==> config.mk <==
export PLATFORM = sky130hd
export DESIGN_NAME = tbase_reload_counter
export DESIGN_NICKNAME = d
export VERILOG_FILES = /design/src/rtl/tbc_pkg.sv /design/src/rtl/tbc_reload_reg.sv /design/src/rtl/tbc_count_core.sv /design/src/rtl/tbc_ovf_status.sv /design/src/rtl/tbase_reload_counter.sv
export SDC_FILE = /design/constraint.sdc
export NUM_CORES = 1
export LEC_CHECK = 0
export BUFFER_PORTS_ARGS = -buffer_cell sky130_fd_sc_hd__buf_2
export CAP_MARGIN = 20
export CORE_ASPECT_RATIO = 1.25
export CORE_MARGIN = 10
export CORE_UTILIZATION = 48
export DETAILED_ROUTE_END_ITERATION = 8
export GPL_TIMING_DRIVEN = 0
export PLACE_DENSITY = 0.76
export SETUP_SLACK_MARGIN = 0.2
export SYNTH_ARGS = -nofsm -noshare
export SYNTH_HDL_FRONTEND = slang
export SYNTH_SLANG_ARGS = --single-unit
==> constraint.sdc <==
create_clock -name clk -period 1.95 [get_ports clk]
set_input_delay 0.2925 -clock clk [delete_from_list [all_inputs] [get_ports clk]]
set_output_delay 0.2925 -clock clk [all_outputs]
set_load 0.005 [all_outputs]
==> src/rtl/tbc_pkg.sv <==
package tbc_pkg;
   localparam int STAT_W    = 2;
   localparam int STAT_FLAG = 0;
   localparam int STAT_IE   = 1;

   typedef struct packed {
      logic ie;
      logic flag;
   } tbc_stat_t;
endpackage

==> src/rtl/tbc_reload_reg.sv <==
module tbc_reload_reg #(
   parameter int W       = 8,
   parameter int RST_VAL = 0
) (
   input  logic         clk,
   input  logic         rst_n,
   input  logic         wr_i,
   input  logic [W-1:0] wdata_i,
   output logic [W-1:0] val_o
);
   localparam logic [W-1:0] RST_W = RST_VAL[W-1:0];

   logic [W-1:0] val_q;

   always_ff @(posedge clk or negedge rst_n) begin
      if (!rst_n)    val_q <= RST_W;
      else if (wr_i) val_q <= wdata_i;
   end

   assign val_o = val_q;

   AST_RELOAD_HOLD: assert property (@(posedge clk) disable iff (!rst_n)
      !wr_i |=> $stable(val_q));
endmodule

==> src/rtl/tbc_count_core.sv <==
module tbc_count_core #(
   parameter int W       = 8,
   parameter int RST_VAL = 0
) (
   input  logic         clk,
   input  logic         rst_n,
   input  logic         tick_i,
   input  logic         halt_i,
   input  logic [W-1:0] reload_i,
   output logic [W-1:0] cnt_o,
   output logic         ovf_o
);
   localparam logic [W-1:0] TOP   = '1;
   localparam logic [W-1:0] ONE   = {{(W-1){1'b0}}, 1'b1};
   localparam logic [W-1:0] RST_W = RST_VAL[W-1:0];

   logic [W-1:0] cnt_q;
   logic [W-1:0] cnt_d;
   logic         advance;
   logic         at_top;

   assign advance = tick_i & ~halt_i;
   assign at_top  = (cnt_q == TOP);

   always_comb begin
      cnt_d = cnt_q;
      if (advance) begin
         if (at_top) cnt_d = reload_i;
         else        cnt_d = cnt_q + ONE;
      end
   end

   always_ff @(posedge clk or negedge rst_n) begin
      if (!rst_n) cnt_q <= RST_W;
      else        cnt_q <= cnt_d;
   end

   assign cnt_o = cnt_q;
   assign ovf_o = advance & at_top;

   AST_STEP_UP: assert property (@(posedge clk) disable iff (!rst_n)
      (tick_i && !halt_i && cnt_q != TOP) |=> (cnt_q == $past(cnt_q) + ONE));
   AST_NO_TICK_HOLD: assert property (@(posedge clk) disable iff (!rst_n)
      !tick_i |=> $stable(cnt_q));
   AST_WRAP_LOAD: assert property (@(posedge clk) disable iff (!rst_n)
      (tick_i && !halt_i && cnt_q == TOP) |=> (cnt_q == $past(reload_i)));
   AST_HALT_FREEZE: assert property (@(posedge clk) disable iff (!rst_n)
      halt_i |=> $stable(cnt_q));
endmodule

==> src/rtl/tbc_ovf_status.sv <==
module tbc_ovf_status
   import tbc_pkg::*;
#(
   parameter bit IRQ_REGISTERED = 1'b0
) (
   input  logic      clk,
   input  logic      rst_n,
   input  logic      ovf_i,
   input  logic      rd_i,
   input  logic      ie_wr_i,
   input  logic      ie_wdata_i,
   output tbc_stat_t stat_o,
   output logic      irq_o
);
   logic flag_q;
   logic ie_q;

   always_ff @(posedge clk or negedge rst_n) begin
      if (!rst_n)     flag_q <= 1'b0;
      else if (ovf_i) flag_q <= 1'b1;
      else if (rd_i)  flag_q <= 1'b0;
   end

   always_ff @(posedge clk or negedge rst_n) begin
      if (!rst_n)       ie_q <= 1'b0;
      else if (ie_wr_i) ie_q <= ie_wdata_i;
   end

   assign stat_o.flag = flag_q;
   assign stat_o.ie   = ie_q;

   generate
      if (IRQ_REGISTERED) begin : g_irq_reg
         logic irq_q;
         always_ff @(posedge clk or negedge rst_n) begin
            if (!rst_n) irq_q <= 1'b0;
            else        irq_q <= flag_q & ie_q;
         end
         assign irq_o = irq_q;
      end else begin : g_irq_comb
         assign irq_o = flag_q & ie_q;
         AST_IRQ_ON_OVF: assert property (@(posedge clk) disable iff (!rst_n)
            (ovf_i && ie_q && !ie_wr_i) |=> irq_o);
         AST_IRQ_NEEDS_IE: assert property (@(posedge clk) disable iff (!rst_n)
            (ie_wr_i && !ie_wdata_i) |=> !irq_o);
      end
   endgenerate

   AST_FLAG_SET: assert property (@(posedge clk) disable iff (!rst_n)
      ovf_i |=> flag_q);
   AST_READ_CLEAR: assert property (@(posedge clk) disable iff (!rst_n)
      (rd_i && !ovf_i) |=> !flag_q);
   AST_NO_LOST_EVENT: assert property (@(posedge clk) disable iff (!rst_n)
      (rd_i && ovf_i) |=> flag_q);
   AST_FLAG_STICKY: assert property (@(posedge clk) disable iff (!rst_n)
      (!rd_i && flag_q) |=> flag_q);
endmodule

==> src/rtl/tbase_reload_counter.sv <==
module tbase_reload_counter
   import tbc_pkg::*;
#(
   parameter int CNT_W          = 8,
   parameter int RELOAD_RST     = 0,
   parameter bit IRQ_REGISTERED = 1'b0
) (
   input  logic              clk,
   input  logic              rst_n,
   input  logic              tick_i,
   input  logic              halt_i,
   input  logic              arr_wr_i,
   input  logic [CNT_W-1:0]  arr_wdata_i,
   input  logic              ie_wr_i,
   input  logic              ie_wdata_i,
   input  logic              stat_rd_i,
   output logic [CNT_W-1:0]  cnt_o,
   output logic [STAT_W-1:0] stat_o,
   output logic              irq_o
);
   generate
      if (CNT_W < 2 || CNT_W > 32) begin : g_bad_width
         $error("CNT_W must be in 2..32");
      end
      if (RELOAD_RST < 0 || RELOAD_RST >= (1 << CNT_W)) begin : g_bad_rst
         $error("RELOAD_RST must fit in CNT_W bits");
      end
   endgenerate

   logic [CNT_W-1:0] reload_val;
   logic             ovf_evt;
   tbc_stat_t        stat_s;

   tbc_reload_reg #(
      .W       (CNT_W),
      .RST_VAL (RELOAD_RST)
   ) u_reload (
      .clk     (clk),
      .rst_n   (rst_n),
      .wr_i    (arr_wr_i),
      .wdata_i (arr_wdata_i),
      .val_o   (reload_val)
   );

   tbc_count_core #(
      .W       (CNT_W),
      .RST_VAL (RELOAD_RST)
   ) u_core (
      .clk      (clk),
      .rst_n    (rst_n),
      .tick_i   (tick_i),
      .halt_i   (halt_i),
      .reload_i (reload_val),
      .cnt_o    (cnt_o),
      .ovf_o    (ovf_evt)
   );

   tbc_ovf_status #(
      .IRQ_REGISTERED (IRQ_REGISTERED)
   ) u_stat (
      .clk        (clk),
      .rst_n      (rst_n),
      .ovf_i      (ovf_evt),
      .rd_i       (stat_rd_i),
      .ie_wr_i    (ie_wr_i),
      .ie_wdata_i (ie_wdata_i),
      .stat_o     (stat_s),
      .irq_o      (irq_o)
   );

   assign stat_o = stat_s;

   AST_HALT_NO_FLAG: assert property (@(posedge clk) disable iff (!rst_n)
      (halt_i && !stat_o[STAT_FLAG]) |=> !stat_o[STAT_FLAG]);
   AST_WRITE_NO_JUMP: assert property (@(posedge clk) disable iff (!rst_n)
      (arr_wr_i && !tick_i) |=> $stable(cnt_o));
endmodule

Yosys cells after proc, flatten, opt, wreduce, memory -nomap -nowiden. Index checks and enable logic that the tools add are counted. Widths: inputs -> output; s select.

Divide/modulo/power cells: 0. Multiplexer cells: 3. Shifts and indexed selects: 0. Reduce and logical (&&, ||, !) cells: 1. Order comparisons: 0. Equal/unequal tests: 1. $mul: 0. Add/sub/neg operators: 1. Bitwise gates (word level): 4.

Operators with widths (number): $add 8x1->8 const B (1); $eq 8x8->1 const B (1); $mux 8 (1); $and 1x1->1 (3); $mux 1 (2); $reduce_bool 2->1 (1); $not 1->1 (1).

Output and inout bits: 11. Memories: 0. Register bits: 18. Memory bits (read-only): 0. Memory bits (writable): 0. Latch bits: 0. Input bits: 16. Word-level logic and storage cells: 14.

Logic depth before layout (Yosys ltp).
Depth after elaboration: 4. Depth in mapped cells: 6. Gate-level depth less buffers: 5.

Cells and area by module. A second synthesis with hierarchy kept.

Cell total of the unflattened synthesis: 80. Area total of the unflattened synthesis: 933.4 um2.

By module, submodules not included: tbc_count_core (area an instance 504.2 um2, instances 1, seq. area each 200.2 um2, cells each 55); tbc_reload_reg (area an instance 331.6 um2, instances 1, seq. area each 200.2 um2, cells each 17); tbc_ovf_status (area an instance 97.6 um2, instances 1, seq. area each 50.0 um2, cells each 8).

Worst setup path after synthesis. No wires, ideal clock.

Kind: register to register. Start point: register u_core.cnt_q[0] (netlist: u_core.cnt_o[0]). End point: register u_core.cnt_q[7] (netlist: u_core.cnt_o[7]). Library setup time: 126 ps. Period minus slack after synthesis: 1501 ps. Data required time: 1824 ps. Buffers on the path: 1. Arrival time: 1374 ps. Path slack: 449 ps. Cell stages (with the launch flop): 7. Path through: dfrtp_1 -> ha_1 -> and3_4 -> buf_6 -> mux2_1 -> o21ai_1 -> o31ai_1.

Cells in the longest elaborated chain, start to end: 2. Elaborated cells between the ends (all ways): 3. Classes of those cells: add/sub (1); eq/ne (1); mux (1).

Ends and longest elaborated chain: from (decl) (line tbc_count_core.sv:17) `logic [W-1:0] cnt_q;`; from (signal assigned) (line tbc_count_core.sv:35) `else cnt_q <= cnt_d;`; $add 8x1->8 or $eq 8x8->1 (tied branches) (line tbc_count_core.sv:29, tbc_count_core.sv:23); $mux 8 (*) (line tbc_count_core.sv:28) `if (at_top) cnt_d = reload_i;`.

Every way passes the cells marked *; elsewhere a longest branch is shown, timed or not. A chain may end at the register's enable or synchronous reset.

Worst setup path after layout. Same ends and word-level chain as after synthesis.

==> summary.txt <==
Status
  – Status: completed

Run
  – Max Cap Viol: 0

Finish
  – Area grow syn2layout: 22.8%
  – # fillers: 165
  – Multi-input gate area: 358 um2
  – Nets: 125
  – Sequential Area: 450 um2
  – Non-filler instance count after layout: 126
  – Antenna fix cells: 0
  – Most frequent cells in the layout: buf_2 (26), dfrtp_1 (18), mux2_2 (9), a21oi_1 (8), nand2_1 (6)
  – Fraction of layout cells with a size suffix above 1: 41.1%
  – Commonest non-fill, non-tap cell in the layout: buf_2
  – Post-layout util: 60.9%
  – Final Instance Area: 1050 um2

Synthesis
  – Synth Area in Simple Gates: 14.6%
  – Post-synthesis compound-gate area fraction: 11.4%
  – Largest family of logic cells by synthesized area: simple AND/OR/NAND/NOR gates
  – Cell Area, Synth: 855 um2
  – Avg Inst Size Synth: 11.1 um2
  – Cells after Synth: 77
  – Post-synthesis sequential area ratio: 52.7%
  – Syn Nets: 94
  – Synth warnings: 0
  – Post-synthesis mux area share: 14.3%
  – Post-synth EDFFs: 0
  – Most used DFF post-synth: dfrtp_1
  – Post-Synth Adder-Cell Area: 1.46%
  – Register bit total from synthesis: 18
  – Async set-reset flop share out of synthesis: 100%
  – Yosys cell types: 29
  – XOR/XNOR Fraction of Synth Area: 0%

Power and ir drop
  – Maximum vdd drop: 0.702 mV
  – Power Dens Cells: 1010 nW/um2
  – Leakage: 0.494 nW

Timing
  – Min Tclk post-route: 1.60 ns
  – Final hold slack: 0.180 ns
  – Final setup fails: 0
  – Clock skew: 0.00418 ns
  – Headroom to the max-slew limit: 73.4%
  – Slew @ Worst Pin: 0.399 ns
  – RSZ-0062 raised after global routing: no
  – Max-slew violations: 0
  – Final Hold Fails: 0
  – Tcrit/Tclk final: 82.2%
  – Max Fclk: 0.624 GHz
  – Fin Setup TNS: 0 ns

GRT
  – GRT Total Usage: 10.1%
  – GRT overflow: 0
  – Largest net degree at the start of global routing: 19
  – Global-route wire length before repair: 3.19 mm
  – M2 GR Usage: 18.8%
  – GRT met1 Usage: 10.1%
  – Met3 usage: 3.00%
  – Antenna violations before repair: 0
  – Top Usage Layer GRT: met2
  – Vias in the first global route: 701

Detailed routing
  – DRC: 0
  – Post-route ant nets: 0
  – Final wirelength: 1.86 mm
  – Detailed router's first-iteration violation count: 11
  – Avg Vias per Cell: 5.61
  – Wire per inst: 14.8 um
  – Pre-Repair DR Iteration Count: 4
  – Vias: 707

Setup path
  – Max stage delay on crit path: 0.45 ns
  – R2R cell count: 6
  – CP Cell Sequence: ha_1 -> and3_4 -> buf_6 -> mux2_1 -> o21ai_1 -> o31ai_1
  – Worst path required time: 2.13 ns
  – CP Capture Type: register
  – Max FO, Critical Path: 6
  – Crit-path slowest cell: dfrtp_1
  – Critical path class: reg2reg
  – Worst path arrival time: 1.78 ns
  – CP Launch Type: register

Clocking
  – CTS tree: done
  – CTS Buf Count: 3
  – Clock slew at reported path FFs: 0.10 ns
  – PostCTS Resize Cnt: 0
  – CTS root buf: clkbuf_4
  – Num Clock Sinks: 18
  – Clock Path Buffers: 2
  – CTS HTree Levels: 1
  – Latest clock arrival within the worst-skew pair: 0.29 ns

Die
  – Starting Density: 49.6%
  – Cell row count: 17
  – Die Height: 67.2 um
  – Die width: 57.7 um
  – Die Area: 3880 um2
  – # IOs: 27
  – Std-Cell Core Area: 1720 um2

Hold path
  – Hold Path Class: in2reg
  – Hold path depth: 2

Place
  – RePlAce Congestion: 0.726
  – Port bufs: 25
  – Post-DP HPWL: 1.47 mm
  – Placed insts: 121
  – Placed instance area: 1000 um2
-- per-layer routing --
metal | share of wire (%) | up-vias
li1 | - | 337
met1 | 38 | 338
met2 | 53 | 27
met3 | 7.6 | 5
met4 | 1.8 | 0
met5 | 0 | -
-- area by class of cell --
type                       instances  area share (%)
buffer                             5            3.34
clock buffer                       4            3.46
inverter                           3            1.07
multi-input combinational         51            34.1
sequential                        18            42.9
tap                               19            2.26
timing repair buffer              26            12.9
-- cells by family after synthesis --
group	count (synthesis)
DFF	18
buffers and inverters	8
muxes	11
AOI/OAI and AO/OA	17
and+or+nand+nor	22
adders and majority gates	1
-- critical path, delay by kind of cell (launching register included) --
family,cells,cell delay [ns]
adders and majority gates,1,0.25
buffers and inverters,1,0.12
AOI/OAI and AO/OA,2,0.20
muxes,1,0.31
and+or+nand+nor,1,0.15
DFF,1,0.45
-- power by group --
group,internal [mW],switching (mW),total [mW]
clock,0.114,0.109,0.223
sequential,0.453,0.103,0.556
combinational,0.151,0.127,0.278
total,0.718,0.339,1.06
-- state kept, by name, indices dropped and copies added (netlist names) --
signal / cells
u_core.cnt_o: 8
u_stat.ie_q: 1
u_reload.val_o: 8
u_stat.flag_q: 1
-- path summary, 6_finish.rpt --
path / from / endpoint / slack [ns]
max: u_core.cnt_o[0]$_DFFE_PN0P_ / u_core.cnt_o[7]$_DFFE_PN0P_ / 0.35
max reg2reg: u_core.cnt_o[0]$_DFFE_PN0P_ / u_core.cnt_o[7]$_DFFE_PN0P_ / 0.35
max in group asynchronous: rst_n / u_reload.val_o[5]$_DFFE_PN0P_ / 1.23
min in group asynchronous: rst_n / u_core.cnt_o[2]$_DFFE_PN0P_ / 0.44
min reg2reg: u_reload.val_o[0]$_DFFE_PN0P_ / u_reload.val_o[0]$_DFFE_PN0P_ / 0.52
min: stat_rd_i / u_stat.flag_q$_DFFE_PN0P_ / 0.18
-- cells in the mapped netlist, types with 2 or more instances --
cell	count	area [um2]
buf_4	2	15.0
nor2_1	2	7.51
a31oi_1	3	18.8
o22ai_1	2	12.5
nand3_1	3	15.0
dfrtp_1	18	450
inv_1	3	11.3
mux2_2	9	101
nand2_1	6	22.5
nand4_1	3	18.8
a21oi_1	8	40.0
-- stage by stage --
step,power [mW],setup slack (ns)
after detailed placement,0.844,0.385
after global routing,1.14,0.285
final,1.06,0.347
after CTS,1.07,0.362
after floorplan,0.707,0.449
after global placement,0.823,0.419
-- timing repair --
action	CTS	global route
hold endpoints to repair	18	0
buffers inserted	0	0
hold buffers	1	0
Power figures use the tool's default switching activity.
